$ cat src/rtl/vitc_line_reader.sv
module vitc_line_reader #(
  parameter int LW    = 6,
  parameter int FIRST = 10,
  parameter int LAST  = 40,
  parameter int NGRP  = 9,
  parameter int DBITS = 8,
  parameter int SYNCB = 2
) (
  input  logic                    clk,
  input  logic                    rst,
  input  logic                    vid_lock,
  input  logic                    field_even,
  input  logic                    line_start,
  input  logic [LW-1:0]           line_idx,
  input  logic                    line_end,
  input  logic                    bit_valid,
  input  logic                    bit_data,
  input  logic [LW-1:0]           prog_line,
  input  logic                    search_en,
  output logic                    rd_we,
  output logic [$clog2(NGRP)-1:0] rd_addr,
  output logic [DBITS-1:0]        rd_byte,
  output logic                    no_code,
  output logic                    crc_err,
  output logic                    code_ok,
  output logic [LW-1:0]           cur_line,
  output logic [7:0]              status
);
  localparam int GBITS = SYNCB + DBITS;
  localparam int TOTAL = NGRP * GBITS;
  localparam int CW    = $clog2(TOTAL + 1);
  localparam int PW    = $clog2(GBITS);
  localparam int AW    = $clog2(NGRP);

  logic             active, field_q;
  logic [CW-1:0]    cnt;
  logic [PW-1:0]    pos;
  logic [AW-1:0]    grp;
  logic [DBITS-2:0] sh;
  logic [DBITS-1:0] crc;

  wire             take   = active & bit_valid & (cnt < CW'(TOTAL));
  wire [CW-1:0]    cnt_nx = cnt + CW'(take);
  wire [DBITS-1:0] crc_nx = take ? {crc[DBITS-2:0], crc[DBITS-1] ^ bit_data} : crc;
  wire             nc_nx  = cnt_nx < CW'(TOTAL);
  wire             ce_nx  = !nc_nx && (crc_nx != '0);
  wire             ok_nx  = !nc_nx && !ce_nx;
  wire             fin    = active & line_end;
  wire             at_end = pos == PW'(GBITS - 1);
  wire [LW-1:0]    step   = (cur_line >= LW'(LAST) || cur_line < LW'(FIRST)) ?
                            LW'(FIRST) : cur_line + LW'(1);

  assign status = {1'b0, field_q, 3'b000, code_ok, crc_err, no_code};

  always_ff @(posedge clk) begin
    if (rst) begin
      active   <= 1'b0;
      field_q  <= 1'b0;
      cnt      <= '0;
      pos      <= '0;
      grp      <= '0;
      sh       <= '0;
      crc      <= '0;
      rd_we    <= 1'b0;
      rd_addr  <= '0;
      rd_byte  <= '0;
      no_code  <= 1'b0;
      crc_err  <= 1'b0;
      code_ok  <= 1'b0;
      cur_line <= LW'(FIRST);
    end else begin
      rd_we   <= 1'b0;
      field_q <= field_even;
      if (take) begin
        cnt <= cnt_nx;
        crc <= crc_nx;
        if (at_end) begin
          pos     <= '0;
          grp     <= grp + AW'(1);
          rd_we   <= 1'b1;
          rd_addr <= grp;
          rd_byte <= {bit_data, sh};
        end else begin
          pos <= pos + PW'(1);
          if (pos >= PW'(SYNCB)) sh <= {bit_data, sh[DBITS-2:1]};
        end
      end
      if (fin) begin
        no_code <= nc_nx;
        crc_err <= ce_nx;
        code_ok <= ok_nx;
        active  <= 1'b0;
      end
      if (line_start) begin
        active <= vid_lock && (line_idx == cur_line);
        cnt    <= '0;
        pos    <= '0;
        grp    <= '0;
        crc    <= '0;
      end
      if (!search_en) cur_line <= prog_line;
      else if (fin && !ok_nx) cur_line <= step;
    end
  end
endmodule


$ cat config.mk
export PLATFORM = sky130hd
export DESIGN_NAME = vitc_line_reader
export DESIGN_NICKNAME = d
export VERILOG_FILES = /design/src/rtl/vitc_line_reader.sv
export SDC_FILE = /design/constraint.sdc
export NUM_CORES = 1
export LEC_CHECK = 0
export BUFFER_PORTS_ARGS = -buffer_cell sky130_fd_sc_hd__buf_2
export CAP_MARGIN = 25
export CORE_ASPECT_RATIO = 0.9
export CORE_MARGIN = 2
export CORE_UTILIZATION = 59
export CTS_CLUSTER_DIAMETER = 100
export CTS_CLUSTER_SIZE = 16
export DETAILED_ROUTE_END_ITERATION = 16
export PLACE_DENSITY = 0.85
export SLEW_MARGIN = 20
export SYNTH_ARGS = -nofsm -noshare
export SYNTH_HDL_FRONTEND = slang
export SYNTH_SLANG_ARGS = --single-unit
$ cat constraint.sdc
create_clock -name clk -period 5.2 [get_ports clk]
set_input_delay 1.04 -clock clk [delete_from_list [all_inputs] [get_ports clk]]
set_output_delay 1.04 -clock clk [all_outputs]
set_load 0.1 [all_outputs]
==> After elaboration in Yosys (flattened, before gate mapping) <==
Index checks and enable logic that the tools add are counted.
{ "totals": {"ff_bits": 54, "input_bits": 21, "wordCells": 54, "out_inout_bits": 30} }
{ "classes": {"bitwise": 6, "order_cmp": 5, "n_eq_ne": 3, "addsub": 4, "mux": 8, "n_reduce_logical": 14} }
{ "ops": {"columns": ["op", "count"], "rows": [
  ["two-way mux 6 bit", 3],
  ["< comparator 7 bit, second input constant", 2],
  ["adder 4 x 1 -> 4 bit, second input constant", 2],
  ["two-way mux 8 bit", 1],
  ["nonzero test 8 bit", 1],
  ["adder 7 x 1 -> 7 bit", 1],
  ["adder 6 x 1 -> 6 bit, second input constant", 1],
  ["equality test 6 bit", 1],
  ["greater-or-equal comparator 6 bit, second input constant", 1],
  ["< comparator 6 x 4 -> 1 bit, second input constant", 1],
  ["equality test 4 bit, second input constant", 1],
  ["greater-or-equal comparator 4 x 2 -> 1 bit, second input constant", 1],
  ["logical AND 1 bit", 4],
  ["two-way mux 4 bit", 1],
  ["OR reduction 2 bit", 2],
  ["bitwise AND 1 bit", 3],
  ["logical NOT 1 bit", 3],
  ["two-way mux 1 bit", 3],
  ["AND reduction 3 bit", 1],
  ["!= test 2 x 1 -> 1 bit, second input constant", 1],
  ["inverter 1 bit", 2],
  ["AND reduction 2 bit", 1],
  ["nonzero test 2 bit", 1],
  ["logical OR 1 bit", 1],
  ["XOR 1 bit", 1]
]} }

==> Longest topological paths before layout <==
Gate-level depths: netlist of the first run.
{ "depth": {"ltp_word": 12, "ltp_mapped": 15, "ltp_nobuf": 12} }

==> Least setup slack after synthesis of the first run <==
Ideal clock, no wire load.
{ "synth_path": {"path_kind": "input port to flip-flop", "start": "input bit_valid", "end": "register cur_line[2]", "path_slack_ps": 1548, "arrival_time_ps": 3563, "stages": 13, "required_time_ps": 5112, "setup_ps": 88, "path_cell_list": "and2_1 -> nand2_1 -> inv_1 -> buf_2 -> buf_2 -> ha_1 -> ha_1 -> and3_4 -> nand4b_1 -> a311o_1 -> a211oi_4 -> o31ai_1 -> a311oi_2"} }
{ "synth_between": {"elab_chain_len": 11, "elab_cells_between_ends": 13, "classes_between": "1 x add/sub; 1 x order compare; 1 x eq/ne; 1 x mux; 2 x bitwise; 7 x reduce/logical"} }
{ "synth_lines": {"columns": ["element", "line_no", "rtl"], "rows": [
  ["start, declared", "16", "input logic bit_valid,"],
  ["bitwise AND 1 bit * (2 in a row)", "42", "wire take = active & bit_valid & (cnt < CW'(TOTAL));"],
  ["adder 7 x 1 -> 7 bit", "43", "wire [CW-1:0] cnt_nx = cnt + CW'(take);"],
  ["< comparator 7 bit", "45", "wire nc_nx = cnt_nx < CW'(TOTAL);"],
  ["logical NOT 1 bit", "46, 47", null],
  ["logical AND 1 bit", "46", "wire ce_nx = !nc_nx && (crc_nx != '0);"],
  ["logical NOT 1 bit", "47", "wire ok_nx = !nc_nx && !ce_nx;"],
  ["logical AND 1 bit *", "47", null],
  ["logical NOT 1 bit *", "102", "else if (fin && !ok_nx) cur_line <= step;"],
  ["logical AND 1 bit *", "102", null],
  ["!= test 2 x 1 -> 1 bit (no line) *", null, null],
  ["end signal, assigned", "70", "cur_line <= LW'(FIRST);"],
  ["end signal, assigned", "101", "if (!search_en) cur_line <= prog_line;"],
  ["end signal, assigned", "102", null],
  ["end, declared", "26", "output logic [LW-1:0] cur_line,"]
]} }
Mark *: on every way between the ends. The rest lies on a longest branch, timed or not.
A chain may end at the register's enable or synchronous reset.

==> Worst setup path after layout of the first run <==
{ "layout_path": {"start": "input bit_valid", "end": "register cur_line[1]"} }
Same word-level chain as after synthesis.

==> impl_metrics.yaml, run 1 <==
setup_path:
  library_cell_appearing_most_often_on_the_critical_path: "sky130_fd_sc_hd__ha_1"
  cp_num_buf_inv: 2
  critPathMaxStageDelay_ns: 0.50
  setup.worst_path.end_class: "register"
  launch_point_of_the_worst_path: "bit_valid"
  timing.critical_path.from_type: "input port"
  reg2reg_launch_point: "cnt[2]"
  critical_path.reg2reg.endpoint: "cur_line[1]"
  timing.critical_path.arrival_ns: 4.26
  slack_of_the_worst_reg_to_reg_path_ns: 1.21
  data_required_time_of_the_worst_path_ns: 5.41
  worst-r2r-cell-count: 12
  critPathTopFamily: "compound AO/OA/AOI/OAI gates"
  critical_path_class: "input port to register"
  critical_path_peak_fanout: 20
  crit_path_cell_trace: "buf_2 -> and2_1 -> nand2_1 -> inv_1 -> ha_1 -> ha_1 -> and3_4 -> nand4b_1 -> a311o_1 -> a211oi_4 -> o211ai_1 -> a31o_2"
  slowest_stage: "sky130_fd_sc_hd__inv_1"
clock_network:
  insertion_delay_ns: 0.30
  cts_tree: "yes"
  numCtsBuffers: 5
  cts_root_buf: "sky130_fd_sc_hd__clkbuf_8"
  postCtsSetupRepairBufs: 0
  path_clk_slew_ns: 0.10
  clk_path_buf_depth: 2
  numClockSinks: 54
  clock_tree.htree_level_count: 2
  cts.repair.resized: 0
  postCtsHoldBufs: 0
global_routing:
  grt_max_degree: 35
  antenna_violations_before_repair: 0
  global_routing_usage_summed_across_all_routing_layers: 0.222
  number_of_global_route_vias_before_repair: 1876
  grt_pass1_wl_mm: 8.50
  grt_remaining_overflow: 0
sta:
  finClkSkew_ns: 0.00558
  worst-slew-pin-transition_ns: 0.710
  layout_worst_path_cycle_share: 0.779
  setup_total_negative_slack_ns: 0
  setup_repair_after_global_routing_missed_its_margin: "no"
  worst_slew_margin_rel: 0.526
  fin_ws_ns: 1.15
  setup_viol: 0
  slew_viol_final: 0
  hold-worst-slack_ns: 0.476
  achievable-frequency_mhz: 247
  final_period_minus_worst_setup_slack_ns: 4.05
  endpoints_failing_hold: 0
cells_and_area:
  nets: 354
  final_area_sq_um: 2850
  final_layout_size_suffix_gt1_frac: 0.207
  fill_cells: 328
  diodes: 0
  area_grow_syn2layout_pct: 10.2
  postLayoutCoreUtil: 0.689
yosys:
  synth_cell_types: 51
  synth.largest_area_cell: "sky130_fd_sc_hd__dfxtp_1"
  syn-instance-count: 296
  synth_top_cells_by_area: "sky130_fd_sc_hd__dfxtp_1 (42%), sky130_fd_sc_hd__mux2i_1 (7.8%), sky130_fd_sc_hd__nor2_1 (6.5%)"
  post-synth-top-count-cell: "sky130_fd_sc_hd__dfxtp_1"
  netlist.area_leader.share: 0.419
  syn_area_per_cell_sq_um: 8.72
  synth_common_cells: "sky130_fd_sc_hd__dfxtp_1 (54), sky130_fd_sc_hd__nor2_1 (45), sky130_fd_sc_hd__nand2_1 (31), sky130_fd_sc_hd__mux2i_1 (20), sky130_fd_sc_hd__a21oi_1 (18)"
  synthesis.yosys.warnings: 0
  async_reset_ff_frac: 0
  register_bit_total_from_synthesis: 54
  synth_enable_flop_cells: 0
  synth_area_sq_um: 2580
  synth-main-ff-cell: "sky130_fd_sc_hd__dfxtp_1"
  ys_seq_area_frac: 0.419
detailed_routing:
  vias: 2113
  drt_iter0_markers: 128
  dr.pass1.iters: 5
  drcViolationCount: 0
  antenna_left: 0
  post_drt_wl_per_cell_um: 13.6
  viasPerCell: 5.60
  wirelength_routed_mm: 5.12
placement:
  placed_area_sq_um: 2750
  place_congestion: 0.845
  port_buffers: 46
  post-dp-hpwl_mm: 3.57
  detailedPlace.worstSlack_ns: 0.894
die:
  die_boundary_height_um: 66.8
  chipWidth_um: 73.7
  dieArea_sq_um: 4920
  io_pins: 51
  start_util: 0.625
  placeable_core_region_sq_um: 4130
  row_count: 22
run_status:
  run_status: "completed"
power:
  power_leakage_nw: 1.19
  pwr_density_cell_nw_per_um2: 263
  peakVddDrop_uv: 152
min_path:
  worst_hold_path.endpoint: "crc[1]"
  min_path_type: "register to register"
  min-delay-start: "crc[0]"
  timing.hold.worst_path_depth: 2
run:
  cap_viol_max_count: 0
==> area by class of cell <==
| cell class | count | area [sq um] | share of cell area |
|---|---|---|---|
| clock buffer | 6 | 82.6 | 0.0290 |
| clock inverter | 2 | 16.3 | 0.00571 |
| inverter | 8 | 30.0 | 0.0105 |
| multi-input combinational | 213 | 1350 | 0.473 |
| sequential | 54 | 1080 | 0.380 |
| tap | 48 | 60.1 | 0.0211 |
| timing repair buffer | 46 | 230 | 0.0809 |
==> flip-flops by register name, summed over array words and instances (netlist names) <==
signal / flops
crc: 8
crc_err: 1
cnt: 7
rd_byte: 8
grp: 4
sh: 7
active: 1
pos: 4
no_code: 1
cur_line: 6
rd_we: 1
rd_addr: 4
code_ok: 1
field_q: 1
==> metal layers <==
layer,wire [um],track usage,up-vias
met3,222,0.0545,13
met5,0,0,-
met2,2390,0.357,65
met4,108,0.0659,0
met1,2400,0.295,962
li1,-,-,1073
==> report_power, final <==
part / internal [mW] / switching [mW]
logic: 0.0197 / 0.0608
clock network: 0.110 / 0.136
registers: 0.417 / 0.00652
total: 0.546 / 0.204
==> stage by stage <==
step,cells,power [mW]
4_1_cts,377,0.753
5_1_grt,377,0.775
3_5_place_dp,369,0.513
2_1_floorplan,299,0.499
3_3_place_gp,369,0.511
6_report,377,0.750
==> worst max-delay path by stage <==
| stage | to | cells after the start |
|---|---|---|
| final | cur_line[1] | 12 |
| after global routing | cur_line[4] | 12 |
| after CTS | cur_line[1] | 12 |
| after detailed placement | cur_line[1] | 12 |
| after global placement | cur_line[1] | 12 |
| after floorplan | cur_line[2] | 13 |
==> placed cells by master, fill, tap and decap left out, types with 7 or more instances in the layout <==
cell type,count
sky130_fd_sc_hd__a21oi_1,18
sky130_fd_sc_hd__nand3_1,9
sky130_fd_sc_hd__xor2_1,7
sky130_fd_sc_hd__buf_2,46
sky130_fd_sc_hd__nor2_1,45
sky130_fd_sc_hd__nand4b_1,7
sky130_fd_sc_hd__o21ai_0,7
sky130_fd_sc_hd__nand2_1,31
sky130_fd_sc_hd__inv_1,8
sky130_fd_sc_hd__xnor2_1,8
sky130_fd_sc_hd__dfxtp_1,54
sky130_fd_sc_hd__mux2i_1,20
==> cells by family after synthesis <==
group                      share of synthesized area
and+or+nand+nor                                0.219
AOI/OAI and AO/OA                              0.140
adders and majority gates                     0.0242
DFF                                            0.419
other                                        0.00145
muxes                                         0.0819
buffers and inverters                         0.0644
xor gates and xnor gates                      0.0509
==> worst register-to-register path, delay by kind of cell, from the launching register on <==
kind	cells	cell delay (ns)
DFF	1	0.41
buffers and inverters	1	0.50
and+or+nand+nor	3	0.66
adders and majority gates	2	0.61
AOI/OAI and AO/OA	6	1.72
Note: power is estimated with default switching activity, not from simulation.
==> run 2, diff against run 1 <==
Settings changed: CORE_UTILIZATION 59 to 54, PLACE_DENSITY 0.85 to 0.78.
Clock period 5.2 ns to 4.1 ns, I/O delays scaled along.
==> run 2 against run 1 <==
  * Clock skew rose by 0.0033 ns
  * Combinational power rose by 27%
  * Utilization decreased by 5.0 points
  * Routed wire length up 0.27%
  * Via count shrank 0.19%
  * Largest cell class unchanged
  * Register-to-register slack worse by 0.26 ns
  * Sequential share of layout area shrank 0.58 points
  * Design area is 1.5% higher
  * Largest power group unchanged
  * Non-clock buffer count is 2 higher
==> impl_metrics.yaml, run 2 (synthesis results as in run 1) <==
detailed_routing:
  antenna_left: 0
  post_drt_wl_per_cell_um: 13.1
  wirelength_routed_mm: 5.14
  dr.pass1.iters: 4
  drt_iter0_markers: 94
  vias: 2109
  drcViolationCount: 0
  viasPerCell: 5.37
power:
  power_switching_share: 0.257
  peakVddDrop_uv: 215
  power_leakage_nw: 1.21
  netSwitchingPower_mw: 0.255
  power_frac_clock: 0.355
  comb_power_share: 0.103
  total_power_mw: 0.990
  pwr-share-seq: 0.542
  pwr_density_cell_nw_per_um2: 343
  power_report.internal_total_mw: 0.736
setup_path:
  timing.critical_path.from_type: "register"
  timing.critical_path.arrival_ns: 3.35
  critPathMaxStageDelay_ns: 0.42
  slowest_stage: "sky130_fd_sc_hd__a311o_1"
  data_required_time_of_the_worst_path_ns: 4.30
  critical_path_class: "register to register"
  worst-r2r-cell-count: 12
  setup.worst_path.end_class: "register"
  crit_path_cell_trace: "o211a_1 -> o21ai_0 -> nand2_1 -> inv_1 -> ha_1 -> ha_1 -> and3_4 -> nand4b_1 -> a311o_1 -> a211oi_4 -> o211ai_1 -> a31o_2"
  reg2reg_launch_point: "cnt[2]"
  library_cell_appearing_most_often_on_the_critical_path: "sky130_fd_sc_hd__ha_1"
  critical_path_peak_fanout: 8
  launch_point_of_the_worst_path: "cnt[2]"
sta:
  finClkSkew_ns: 0.00886
  setup_total_negative_slack_ns: 0
  setup_viol: 0
  layout_worst_path_cycle_share: 0.768
  setup_repair_after_global_routing_missed_its_margin: "no"
  slew_viol_final: 0
  final_period_minus_worst_setup_slack_ns: 3.15
  endpoints_failing_hold: 0
  worst-slew-pin-transition_ns: 0.713
  worst_slew_margin_rel: 0.524
  achievable-frequency_mhz: 317
clock_network:
  path_clk_slew_ns: 0.10
  postCtsHoldBufs: 0
  cts_tree: "yes"
  postCtsSetupRepairBufs: 0
  insertion_delay_ns: 0.31
  cts_root_buf: "sky130_fd_sc_hd__clkbuf_8"
  numCtsBuffers: 5
  cts.repair.resized: 0
  clock_tree.htree_level_count: 2
  clk_path_buf_depth: 2
  numClockSinks: 54
placement:
  place_congestion: 0.816
  port_buffers: 46
  post-dp-hpwl_mm: 3.65
min_path:
  timing.hold.worst_path_depth: 2
  min-delay-start: "crc[6]"
  min_path_type: "register to register"
run:
  cap_viol_max_count: 0
die:
  start_util: 0.572
  io_pins: 51
  placeable_core_region_sq_um: 4520
  row_count: 23
  dieArea_sq_um: 5350
  die_boundary_height_um: 69.6
  chipWidth_um: 76.9
cells_and_area:
  final_layout_size_suffix_gt1_frac: 0.208
  largestRegisters: "crc (8), rd_byte (8)"
  layout.cells.most_common: "sky130_fd_sc_hd__dfxtp_1"
  fill_cells: 402
  nets: 356
  most-common-layout-cells: "sky130_fd_sc_hd__dfxtp_1 (54), sky130_fd_sc_hd__buf_2 (46), sky130_fd_sc_hd__nor2_1 (45), sky130_fd_sc_hd__nand2_1 (31), sky130_fd_sc_hd__mux2i_1 (20)"
  diodes: 0
  area_grow_syn2layout_pct: 11.9
global_routing:
  number_of_global_route_vias_before_repair: 1962
  grt_pass1_wl_mm: 8.78
  antenna_violations_before_repair: 0
  gr_layer_usage_met2: 0.329
  grt_max_degree: 35
  global_route.usage.met1: 0.261
  global_routing_usage_summed_across_all_routing_layers: 0.199
  grt_remaining_overflow: 0
  top_usage_layer_grt: "met2"
  gr-usage-met3: 0.0352
run_status:
  run_status: "completed"
-- run 2: changes by cell type in the layout (fill, tap and decap cells not counted) --
cell and delta:
sky130_fd_sc_hd__buf_4 +2, sky130_fd_sc_hd__bufinv_16 +1, sky130_fd_sc_hd__clkbuf_1 +1, sky130_fd_sc_hd__clkbuf_8 -1, sky130_fd_sc_hd__inv_6 -1
-- run 2: area by class of cell --
cell class	instances	area (sq um)	area share
multi-input combinational	213	1350	0.466
sequential	54	1080	0.374
timing repair buffer	48	245	0.0848
tap	62	77.6	0.0268
clock buffer	6	72.6	0.0251
clock inverter	2	37.5	0.0130
inverter	8	30.0	0.0104
-- run 2: per-stage QoR --
stage	setup WS (ns)	utilization	hold slack, ns	instances	area [sq um]
floorplan	0.668	-	0.441	299	2590
global placement	0.819	0.615	0.452	385	2780
detailed placement	0.774	0.615	0.464	385	2780
CTS	0.949	0.640	0.477	393	2890
global route	0.638	0.640	0.497	393	2890
finish	0.950	0.640	0.475	393	2890
-- run 2: per-layer routing --
metal / up-vias / share of wire
met5: - / 0
met4: 0 / 0.015
met3: 9 / 0.038
met2: 57 / 0.47
met1: 962 / 0.48
li1: 1081 / -
-- run 2: path summary, 6_finish.rpt --
kind,endpoint,slack (ns)
worst min register to register,crc[7],0.47
worst min-delay path,crc[7],0.47
worst max-delay path,cur_line[1],0.95
worst max register to register,cur_line[1],0.95
-- run 2: power by group through the flow --
stage	logic, mW	clock network (mW)	registers, mW
2_1_floorplan	0.0577	0	0.575
3_3_place_gp	0.101	0	0.549
3_5_place_dp	0.102	0	0.548
4_1_cts	0.102	0.357	0.536
5_1_grt	0.109	0.380	0.538
6_report	0.102	0.352	0.537
-- run 2: worst max-delay path: cells and delay by family, from the launching register on --
family          cells  cell delay, ns
compound gates      6            1.66
fa+ha+maj           2            0.48
buf+inv             1            0.09
flops               1            0.39
simple gates        3            0.42
==> run 3, diff against run 2 <==
Clock period 4.1 ns to 3.1 ns, I/O delays scaled along.
==> run 3 against run 2 <==
  * Global-route usage is 0.33 points higher
  * Clock power is 17% higher
  * Via count is 3.7% higher
  * Critical path depth stayed put
  * Design area is 2.2% higher
  * Hold slack better by 0.0025 ns
  * Combinational power is 33% higher
  * Critical path type unchanged
  * Largest cell class unchanged
  * Highest routed layer unchanged
==> impl_metrics.yaml, run 3 (synthesis results as in run 1) <==
detailed_routing:
  wirelength_routed_mm: 5.29
  post_drt_wl_per_cell_um: 13.3
  drt_iter0_markers: 131
  dr.pass1.iters: 4
  viasPerCell: 5.48
  antenna_left: 0
  drcViolationCount: 0
  vias: 2188
power:
  power_leakage_nw: 1.23
  pwr_density_cell_nw_per_um2: 426
  peakVddDrop_uv: 234
sta:
  final_period_minus_worst_setup_slack_ns: 2.91
  setup_total_negative_slack_ns: 0
  slew_viol_final: 0
  layout_worst_path_cycle_share: 0.939
  worst_slew_margin_rel: 0.656
  finClkSkew_ns: 0.00491
  endpoints_failing_hold: 0
  setup_viol: 0
  setup_repair_after_global_routing_missed_its_margin: "no"
  worst-slew-pin-transition_ns: 0.511
  achievable-frequency_mhz: 343
global_routing:
  antenna_violations_before_repair: 0
  number_of_global_route_vias_before_repair: 2022
  grt_max_degree: 25
  global_routing_usage_summed_across_all_routing_layers: 0.202
  grt_pass1_wl_mm: 8.89
  grt_remaining_overflow: 0
cells_and_area:
  diodes: 0
  layout.cells.most_common: "sky130_fd_sc_hd__dfxtp_1"
  most-common-layout-cells: "sky130_fd_sc_hd__dfxtp_1 (53), sky130_fd_sc_hd__buf_2 (46), sky130_fd_sc_hd__nor2_1 (45), sky130_fd_sc_hd__nand2_1 (31), sky130_fd_sc_hd__mux2i_1 (20)"
  fill_cells: 379
  final_layout_size_suffix_gt1_frac: 0.237
  final_area_sq_um: 2950
  largestRegisters: "crc (8), rd_byte (8)"
  area_grow_syn2layout_pct: 14.3
  nets: 362
clock_network:
  insertion_delay_ns: 0.31
  path_clk_slew_ns: 0.10
  clk_path_buf_depth: 2
  numCtsBuffers: 5
  cts_tree: "yes"
  numClockSinks: 54
  clock_tree.htree_level_count: 2
  postCtsHoldBufs: 0
  cts_root_buf: "sky130_fd_sc_hd__clkbuf_8"
min_path:
  min_path_type: "register to register"
  min-delay-start: "crc[0]"
  timing.hold.worst_path_depth: 2
  worst_hold_path.endpoint: "crc[1]"
setup_path:
  critical_path.reg2reg.endpoint: "cur_line[1]"
  setup.worst_path.end_class: "register"
  timing.critical_path.arrival_ns: 3.12
  slack_of_the_worst_reg_to_reg_path_ns: 0.19
  slowest_stage: "sky130_fd_sc_hd__a311o_1"
  worst-r2r-cell-count: 12
  crit_path_cell_trace: "o211a_1 -> o21ai_2 -> nand2_1 -> inv_1 -> ha_4 -> ha_4 -> and3_4 -> nand4b_1 -> a311o_1 -> a211oi_4 -> o211ai_1 -> a31o_2"
  critical_path_class: "register to register"
  critical_path_peak_fanout: 6
  critPathMaxStageDelay_ns: 0.39
  reg2reg_launch_point: "cnt[1]"
  library_cell_appearing_most_often_on_the_critical_path: "sky130_fd_sc_hd__ha_4"
  timing.critical_path.from_type: "register"
  data_required_time_of_the_worst_path_ns: 3.31
die:
  die_boundary_height_um: 69.6
  chipWidth_um: 76.9
  dieArea_sq_um: 5350
  row_count: 23
  start_util: 0.572
  io_pins: 51
  placeable_core_region_sq_um: 4520
placement:
  port_buffers: 46
  placed_area_sq_um: 2830
  place_congestion: 0.895
  post-dp-hpwl_mm: 3.82
run_status:
  run_status: "completed"
run:
  cap_viol_max_count: 0
[run 3: report_power, final]
group	total, mW	switching, mW	leakage (nW)	internal, mW
clock	0.413	0.243	0.0506	0.169
sequential	0.710	0.0107	0.437	0.699
combinational	0.136	0.102	0.743	0.0338
[run 3: routing by layer]
layer	vias up	GRT usage	wire length, um
met4	0	0.0747	76
met3	8	0.0352	331
met1	999	0.259	2320
met5	-	0	0
met2	88	0.342	2560
li1	1093	-	-
[run 3: through the flow]
step	hold WS [ns]	total power [mW]	utilization	instances	setup slack [ns]
floorplan	0.443	0.837	-	299	0.00496
CTS	0.475	1.27	0.648	399	0.0556
global route	0.501	1.31	0.654	399	0.0132
global placement	0.453	0.860	0.626	391	0.186
detailed placement	0.460	0.861	0.626	391	0.0775
finish	0.477	1.26	0.654	399	0.189
[run 3: worst max path at each step]
stage,depth (start not counted),endpoint,start,slack (ns)
final,12,cur_line[1],cnt[1],0.19
after global routing,12,cur_line[1],cnt[1],0.01
after CTS,12,cur_line[1],cnt[1],0.06
after detailed placement,12,cur_line[2],bit_valid,0.08
after global placement,12,cur_line[1],bit_valid,0.19
after floorplan,15,cur_line[2],cnt[2],0.005
[run 3: layout make-up]
cell class / count / area [sq um] / area share
Sequential cell: 54 / 1080 / 0.367
Clock inverter: 3 / 28.8 / 0.00975
Inverter: 8 / 30.0 / 0.0102
Multi-Input combinational cell: 213 / 1380 / 0.466
Clock buffer: 5 / 68.8 / 0.0233
Timing Repair Buffer: 54 / 290 / 0.0983
Tap cell: 62 / 77.6 / 0.0263
[run 3: repair_timing]
item,4_1_cts,5_1_grt
resized for setup,0,4
setup endpoints to repair,0,7
buffers inserted,0,0
[run 3: critical path, delay by kind of cell, from the launching register on]
kind / cells / cell delay, ns
AO/OA/AOI/OAI: 6 / 1.57
adder cells (fa/ha/maj): 2 / 0.33
flip-flops: 1 / 0.37
AND/OR/NAND/NOR: 3 / 0.41
buffers and inverters: 1 / 0.11
